### src/rtl/varshift.sv
module varshift #(
  parameter int W       = 64,
  parameter bit OUT_REG = 1'b1
) (
  input  logic                 clk,
  input  logic                 rst_n,
  input  logic [W-1:0]         opnd_a,
  input  logic [W-1:0]         cnt_reg,
  input  logic [$clog2(W)-1:0] cnt_imm,
  input  logic                 use_imm,
  input  logic                 go_right,
  input  logic                 arith,
  input  logic [1:0]           cnt_mode,
  input  logic                 narrow32,
  output logic [W-1:0]         result
);
  localparam int N = $clog2(W);

  typedef enum logic [1:0] {M_WRAP, M_EXTRA, M_FULL, M_SIGNED} mode_e;

  logic         nar, right, oor, fill;
  logic [N-1:0] amt;
  logic [N:0]   sv, mag;
  logic [W-1:0] op, din, out, res;
  logic [W-1:0] stg [N+1];

  assign sv  = cnt_reg[N:0];
  assign mag = ~sv + 1'b1;

  always_comb begin
    right = go_right;
    oor   = 1'b0;
    amt   = cnt_reg[N-1:0];
    if (nar) begin
      amt = N'(use_imm ? cnt_imm[4:0] : cnt_reg[4:0]);
    end else if (use_imm) begin
      amt = cnt_imm;
    end else begin
      case (mode_e'(cnt_mode))
        M_EXTRA: oor = cnt_reg[N];
        M_FULL:  oor = |cnt_reg[W-1:N];
        M_SIGNED: begin
          if (sv[N]) begin
            right = 1'b0;
            oor   = mag[N];
            amt   = mag[N-1:0];
          end else begin
            right = 1'b1;
            amt   = sv[N-1:0];
          end
        end
        default: ;
      endcase
    end
  end

  generate
    if (W > 32) begin : g_nar
      assign nar = narrow32;
      assign op  = narrow32 ? {{(W-32){go_right & arith & opnd_a[31]}}, opnd_a[31:0]} : opnd_a;
    end else begin : g_wide
      logic unused_narrow;
      assign unused_narrow = narrow32;
      assign nar = 1'b0;
      assign op  = opnd_a;
    end
  endgenerate

  assign fill = right & arith & op[W-1];

  genvar gi;
  generate
    for (gi = 0; gi < W; gi++) begin : g_rev
      assign din[gi] = right ? op[gi] : op[W-1-gi];
      assign out[gi] = right ? stg[N][gi] : stg[N][W-1-gi];
    end
    assign stg[0] = din;
    for (gi = 0; gi < N; gi++) begin : g_stage
      assign stg[gi+1] = amt[gi] ? {{(2**gi){fill}}, stg[gi][W-1:2**gi]} : stg[gi];
    end
  endgenerate

  generate
    if (W > 32) begin : g_res_nar
      assign res = nar ? {{(W-32){out[31]}}, out[31:0]} : (oor ? {W{fill}} : out);
      a_r8_sext: assert property (@(posedge clk) disable iff (!rst_n)
        narrow32 |-> res[W-1:32] == {(W-32){res[31]}});
    end else begin : g_res_wide
      assign res = oor ? {W{fill}} : out;
    end
  endgenerate

  generate
    if (OUT_REG) begin : g_reg
      always_ff @(posedge clk or negedge rst_n) begin
        if (!rst_n) result <= '0;
        else        result <= res;
      end
      a_r9_latency: assert property (@(posedge clk) disable iff (!rst_n)
        $past(rst_n) |-> result == $past(res));
    end else begin : g_comb
      assign result = res;
    end
  endgenerate

  a_r4_oor_zero: assert property (@(posedge clk) disable iff (!rst_n)
    (!nar && !use_imm && cnt_mode == 2'd2 && |cnt_reg[W-1:N] && !(go_right && arith))
    |-> res == '0);

  a_r5_oor_sign: assert property (@(posedge clk) disable iff (!rst_n)
    (!nar && !use_imm && cnt_mode == 2'd2 && |cnt_reg[W-1:N] && go_right && arith)
    |-> res == {W{opnd_a[W-1]}});

  a_r7_imm_zero: assert property (@(posedge clk) disable iff (!rst_n)
    (!nar && use_imm && cnt_imm == '0) |-> res == opnd_a);

  a_r6_neg_left: assert property (@(posedge clk) disable iff (!rst_n)
    (!nar && !use_imm && cnt_mode == 2'd3 && cnt_reg[N]) |-> res[0] == 1'b0);

endmodule

### config.mk
export PLATFORM = sky130hd
export DESIGN_NAME = varshift
export DESIGN_NICKNAME = d
export VERILOG_FILES = /design/src/rtl/varshift.sv
export SDC_FILE = /design/constraint.sdc
export NUM_CORES = 1
export LEC_CHECK = 0
export BUFFER_PORTS_ARGS = -buffer_cell sky130_fd_sc_hd__buf_2
export CAP_MARGIN = 20
export CORE_UTILIZATION = 45
export DETAILED_ROUTE_END_ITERATION = 12
export MAX_ROUTING_LAYER = met4
export PLACE_DENSITY = 0.68
export SYNTH_ARGS = -nofsm -noshare
export SYNTH_HDL_FRONTEND = slang
export SYNTH_SLANG_ARGS = --single-unit
### constraint.sdc
create_clock -name clk -period 0.8 [get_ports clk]
set_input_delay 0.16 -clock clk [delete_from_list [all_inputs] [get_ports clk]]
set_output_delay 0.16 -clock clk [all_outputs]
set_load 0.005 [all_outputs]
==> reports/results.tsv, run 1 <==
stage	metric	value	unit
outcome	outcome	aborted with a tool error	
outcome	failing_step	global routing	
outcome	stop_error	[ERROR GRT-0232] Routing congestion too high. Check the congestion heatmap in the GUI.	
sta	endpoint_type	register data pin	
floorplan	fp.dieH	144	um
floorplan	io_pins	206	
logic_synthesis	synth_flop_cell	dfrtp_1	
cts	cts-buffers-inserted	9	
logic_synthesis	yosysUniqueCellTypes	83	
cts	clock_sinks	64	
floorplan	start_util	0.465	
global_routing	grt-ovfl-total	34	
floorplan	num_rows	51	
logic_synthesis	async_reset_ff_frac	1.00	
placed_design	dp_hpwl	39.4	mm
logic_synthesis	avgSynthCellArea	7.87	um^2
cts	cts-root-buf	clkbuf_16	
placed_design	portBuffers	205	
logic_synthesis	synth_enable_flop_cells	0	
logic_synthesis	syn_nets	1304	
placed_design	placed_cells	1930	
cts	cts_buffer_depth	2	
global_routing	grt_usage	0.738	
floorplan	die_x	144	um
placed_design	place_congestion	1.09	
logic_synthesis	synth_warnings	0	
logic_synthesis	syn-cell-area	9130	um^2
global_routing	grt_max_degree	37	
logic_synthesis	yosysSeqAreaShare	0.175	
sta	worst_endpoint	result[60]$_DFF_PN0_/D	
logic_synthesis	ys_ff_latch	64	
cts	htreeDepth	3	
logic_synthesis	synthCells	1161	
## cells by family after synthesis
family | synth area share
fa+ha+maj | 0.00137
buf+inv | 0.0644
xor+xnor | 0.000959
compound gates | 0.316
flops | 0.175
mux | 0.232
simple gates | 0.210
## cells in the mapped netlist, drive strengths merged, types with 3 or more instances
cell type	count	share of area
a221oi	13	0.012
or3	5	0.0034
a31oi	15	0.010
o22ai	34	0.023
a311oi	4	0.0045
buf	64	0.044
o31ai	7	0.0058
mux2	15	0.019
nor2b	13	0.0089
dfrtp	64	0.18
o22a	3	0.0029
o21ai	72	0.039
or2	11	0.0075
mux4	43	0.11
a22oi	35	0.029
nor3	45	0.026
o221ai	23	0.022
nor4	18	0.013
nand4	9	0.0069
a211oi	19	0.016
and3	6	0.0041
mux2i	94	0.11
o211ai	28	0.023
a21oi	84	0.046
o21a	8	0.0066
a21o	28	0.023
a32oi	16	0.015
nor2	113	0.048
a22o	5	0.0048
nand3	48	0.026
a211o	12	0.012
inv	5	0.0023
or4	3	0.0025
clkbuf	45	0.018
nand2b	7	0.0048
nand2	114	0.047
## routing by layer
layer	GRT usage	GRT overflow
met1	0.727	0
met2	0.913	11
met3	0.527	0
met4	0.739	23
met5	-	-
## through the flow
stage / setup slack [ns] / hold slack (ns) / cell area, um^2 / util
4_1_cts: -2.01 / 0.231 / 16000 / 0.812
3_5_place_dp: -2.61 / 0.0431 / 13600 / 0.692
3_3_place_gp: -2.58 / 0.0386 / 13600 / 0.692
2_1_floorplan: -2.07 / -0.136 / 9610 / -
## what timing repair did
item,4_1_cts
pin swaps,82
hold buffers,1
endpoints found under the hold margin,64
setup buffers,58
endpoints found under the setup margin,128
gates resized for setup,283
cloned,9
==> run 2, diff against run 1 <==
--- a/config.mk
+++ b/config.mk
@@ -7,10 +7,9 @@
 export LEC_CHECK = 0
 export BUFFER_PORTS_ARGS = -buffer_cell sky130_fd_sc_hd__buf_2
 export CAP_MARGIN = 20
-export CORE_UTILIZATION = 45
+export CORE_UTILIZATION = 30
 export DETAILED_ROUTE_END_ITERATION = 12
-export MAX_ROUTING_LAYER = met4
-export PLACE_DENSITY = 0.68
+export PLACE_DENSITY_LB_ADDON = 0.15
 export SYNTH_ARGS = -nofsm -noshare
 export SYNTH_HDL_FRONTEND = slang
 export SYNTH_SLANG_ARGS = --single-unit
==> run 2 against run 1 <==
  * The flow now finishes, with violations (setup timing)
  * Synthesized cell count is the same
  * Area after synthesis unchanged
==> reports/results.tsv, run 2 <==
stage	metric	value	unit	change
layout	fill_cells	2810		
routing	num_vias	13000		
logic_synthesis	synth_most_common_cell	nand2_1		unchanged
global_routing	grt_antenna_before_repair	0		
cts	htreeDepth	3		unchanged
sta	hold_violations	0		
routing	postRouteWirelength	54.4	mm	
sta	finalCritPeriodShare	3.81		
routing	first_iter_violations	1018		
cts	cts_buffer_depth	2		unchanged
logic_synthesis	yosysUniqueCellTypes	83		unchanged
routing	postRouteAntennaNets	0		
cts	cts_tree	built		
pwr	clockPowerShare	0.148		
sta	slew_headroom	0.562		
logic_synthesis	syn-cell-area	9130	um^2	unchanged
setup_path	crit_end	result[62]		
layout	final_util	0.569		
layout	antenna_cells	0		
logic_synthesis	synth_warnings	0		unchanged
logic_synthesis	synth_flop_cell	dfrtp_1		unchanged
logic_synthesis	async_reset_ff_frac	1.00		unchanged
placed_design	portBuffers	205		unchanged
pwr	ir_drop	0.000910	V	
placed_design	pre_cts_ws	-2.66	ns	was -2.61 ns
floorplan	start_util	0.307		was 0.465
floorplan	core_area	29800	um^2	
cts	cts-buffers-inserted	9		unchanged
sta	max_freq	328	MHz	
layout	regArea	1600	um^2	
pwr	internal_power	0.0154	W	
layout	mostFrequentLayoutCell	buf_4		
pwr	p_sw	0.0113	W	
setup_path	startpoint	narrow32		
pwr	p_sw_frac	0.423		
logic_synthesis	synthCells	1161		unchanged
floorplan	io_pins	206		unchanged
floorplan	fp.dieH	176	um	was 144 um
sta	min_period	3.05	ns	
global_routing	grt_usage	0.344		
pwr	power_leakage	7.53	nW	
global_routing	grt_pass1_vias	12700		
layout	final_cell_mix	buf_4 (449), buf_2 (203), nand2_1 (98)		
setup_path	crit_fanout	8		
sta	setup_viol_count_final	128		
setup_path	crit_path_top_delay_cell	nor3_2		
cts	clock_sinks	64		unchanged
layout	syn2layout_area_growth	85.6	%	
logic_synthesis	synth.area.top_cells	dfrtp_1 (18%), mux2i_1 (10%), mux4_2 (9.9%), nand2_1 (4.7%), a21oi_1 (4.6%)		unchanged
global_routing	grt_max_degree	65		
logic_synthesis	yosysSeqAreaShare	0.175		unchanged
setup_path	critical_path_class	in -> reg		
floorplan	die-area	31100	um^2	
routing	first_pass_iters	5		
logic_synthesis	synth.largest_area_cell	dfrtp_1		unchanged
setup_path	cp.required	1.01	ns	
cts	clk_pin_slew_worst_paths	0.06	ns	
setup_path	cpPeakStageDelay	0.57	ns	
floorplan	die_x	176	um	was 144 um
layout	layout-drive-gt1-share	0.610		
placed_design	dp_hpwl	43.2	mm	was 39.4 mm
logic_synthesis	synth_enable_flop_cells	0		unchanged
layout	nets	1954		
layout	multiInputGateArea	8740	um^2	
pwr	p_seq_frac	0.153		
sta	tightest_slew	0.653	ns	
setup_path	start_kind	input port		
pwr	power	0.0267	W	
setup_path	arrival	3.26	ns	
logic_synthesis	avgSynthCellArea	7.87	um^2	unchanged
routing	drcViolationCount	0		
outcome	outcome	finished with violations		was aborted with a tool error
sta	slew_violations	0		
sta	setup_slack	-2.25	ns	
logic_synthesis	synth_top_area_frac	0.175		unchanged
layout	reg_top3	result: 64 flops		
setup_path	end_kind	register		
logic_synthesis	syn_nets	1304		unchanged
global_routing	grt-ovfl-total	0		
layout	largest_register_ffs	64		
routing	routed_via_density	5.87		
pwr	power_density	1580	nW/um^2	
pwr	combinationalPowerShare	0.699		
hold_path	hold_class	in -> async		
sta	rsz0062_at_grt	true		
setup_path	crit_top_cell	buf_4		
placed_design	place_congestion	1.03		was 1.09
cts	cts-root-buf	clkbuf_16		unchanged
sta	hold_ws	0.358	ns	
logic_synthesis	yosys-top-cells-count	nand2_1 (114), nor2_1 (110), mux2i_1 (91)		unchanged
routing	wl_per_cell	24.7	um	
setup_path	crit_chain	buf_8, and4bb_2, buf_4, mux2_4, buf_4, mux4_2, nor2_1, buf_4, a211oi_1, nor3_2, nand2_1, a311oi_1, o31ai_2		
layout	regMostFlops	result		
floorplan	num_rows	63		was 51
global_routing	grt_pass1_wl	79.6	mm	
outcome	violations	setup timing		
run	maxCapViolCount	0		
logic_synthesis	ys_ff_latch	64		unchanged
==> run 2: cell counts after synthesis <==
Identical to the previous run, type by type.
==> run 2: cell type report <==
class / count / area share
clock buffer: 11 / 0.0149
clock inverter: 5 / 0.00325
inverter: 5 / 0.00125
multi-input combinational: 983 / 0.515
sequential: 64 / 0.0945
tap: 390 / 0.0288
timing repair buffer: 748 / 0.342
==> run 2: power by group through the flow <==
stage	clock network [W]	logic [W]	registers (W)
2_1_floorplan	0	0.00684	0.00425
3_3_place_gp	0	0.0148	0.00413
3_5_place_dp	0	0.0147	0.00416
4_1_cts	0.00400	0.0171	0.00411
5_1_grt	0.00415	0.0195	0.00414
6_report	0.00397	0.0187	0.00408
==> run 2: metal layers <==
metal,vias to the layer above,part of all wire,global-route usage
li1,5867,-,-
met1,6361,0.41,0.429
met2,561,0.48,0.579
met3,168,0.054,0.0347
met4,0,0.064,0.196
met5,-,0,0
==> run 2: worst min-delay path by stage <==
stage | endpoint | slack, ns
after floorplan | result[0] | -0.14
after global placement | result[37] | 0.19
after detailed placement | result[27] | 0.19
after CTS | result[1] | 0.37
after global routing | result[19] | 0.41
final | result[19] | 0.36
==> run 2: repair_timing <==
| action | in CTS | in global routing |
|---|---|---|
| hold buffers | 1 | 0 |
| endpoints found under the hold margin | 64 | 0 |
| gates resized for setup | 244 | 139 |
| setup endpoints to repair | 128 | 128 |
| cloned | 4 | 0 |
| pin swaps | 93 | 103 |
| setup buffers | 53 | 28 |
==> run 2: stage by stage <==
stage | setup TNS [ns] | cells | cell area [um^2]
6_report | -141.75 | 2206 | 17000
5_1_grt | -146.19 | 2206 | 17000
4_1_cts | -138.68 | 2187 | 16200
3_5_place_dp | -156.89 | 2123 | 14300
3_3_place_gp | -153.74 | 2123 | 14300
2_1_floorplan | -120.45 | 1161 | 9610
==> run 2: worst max-delay path: cells and delay by family <==
family | cells | cell delay [ns]
mux | 2 | 0.71
simple gates | 4 | 1.29
compound gates | 3 | 0.51
buf+inv | 4 | 0.57
==> run 2: cell families after synthesis <==
| group | synth area share |
|---|---|
| simple gates | 0.210 |
| xor+xnor | 0.000959 |
| fa+ha+maj | 0.00137 |
| mux | 0.232 |
| buf+inv | 0.0644 |
| compound gates | 0.316 |
| flops | 0.175 |
Power figures use the tool's default switching activity.
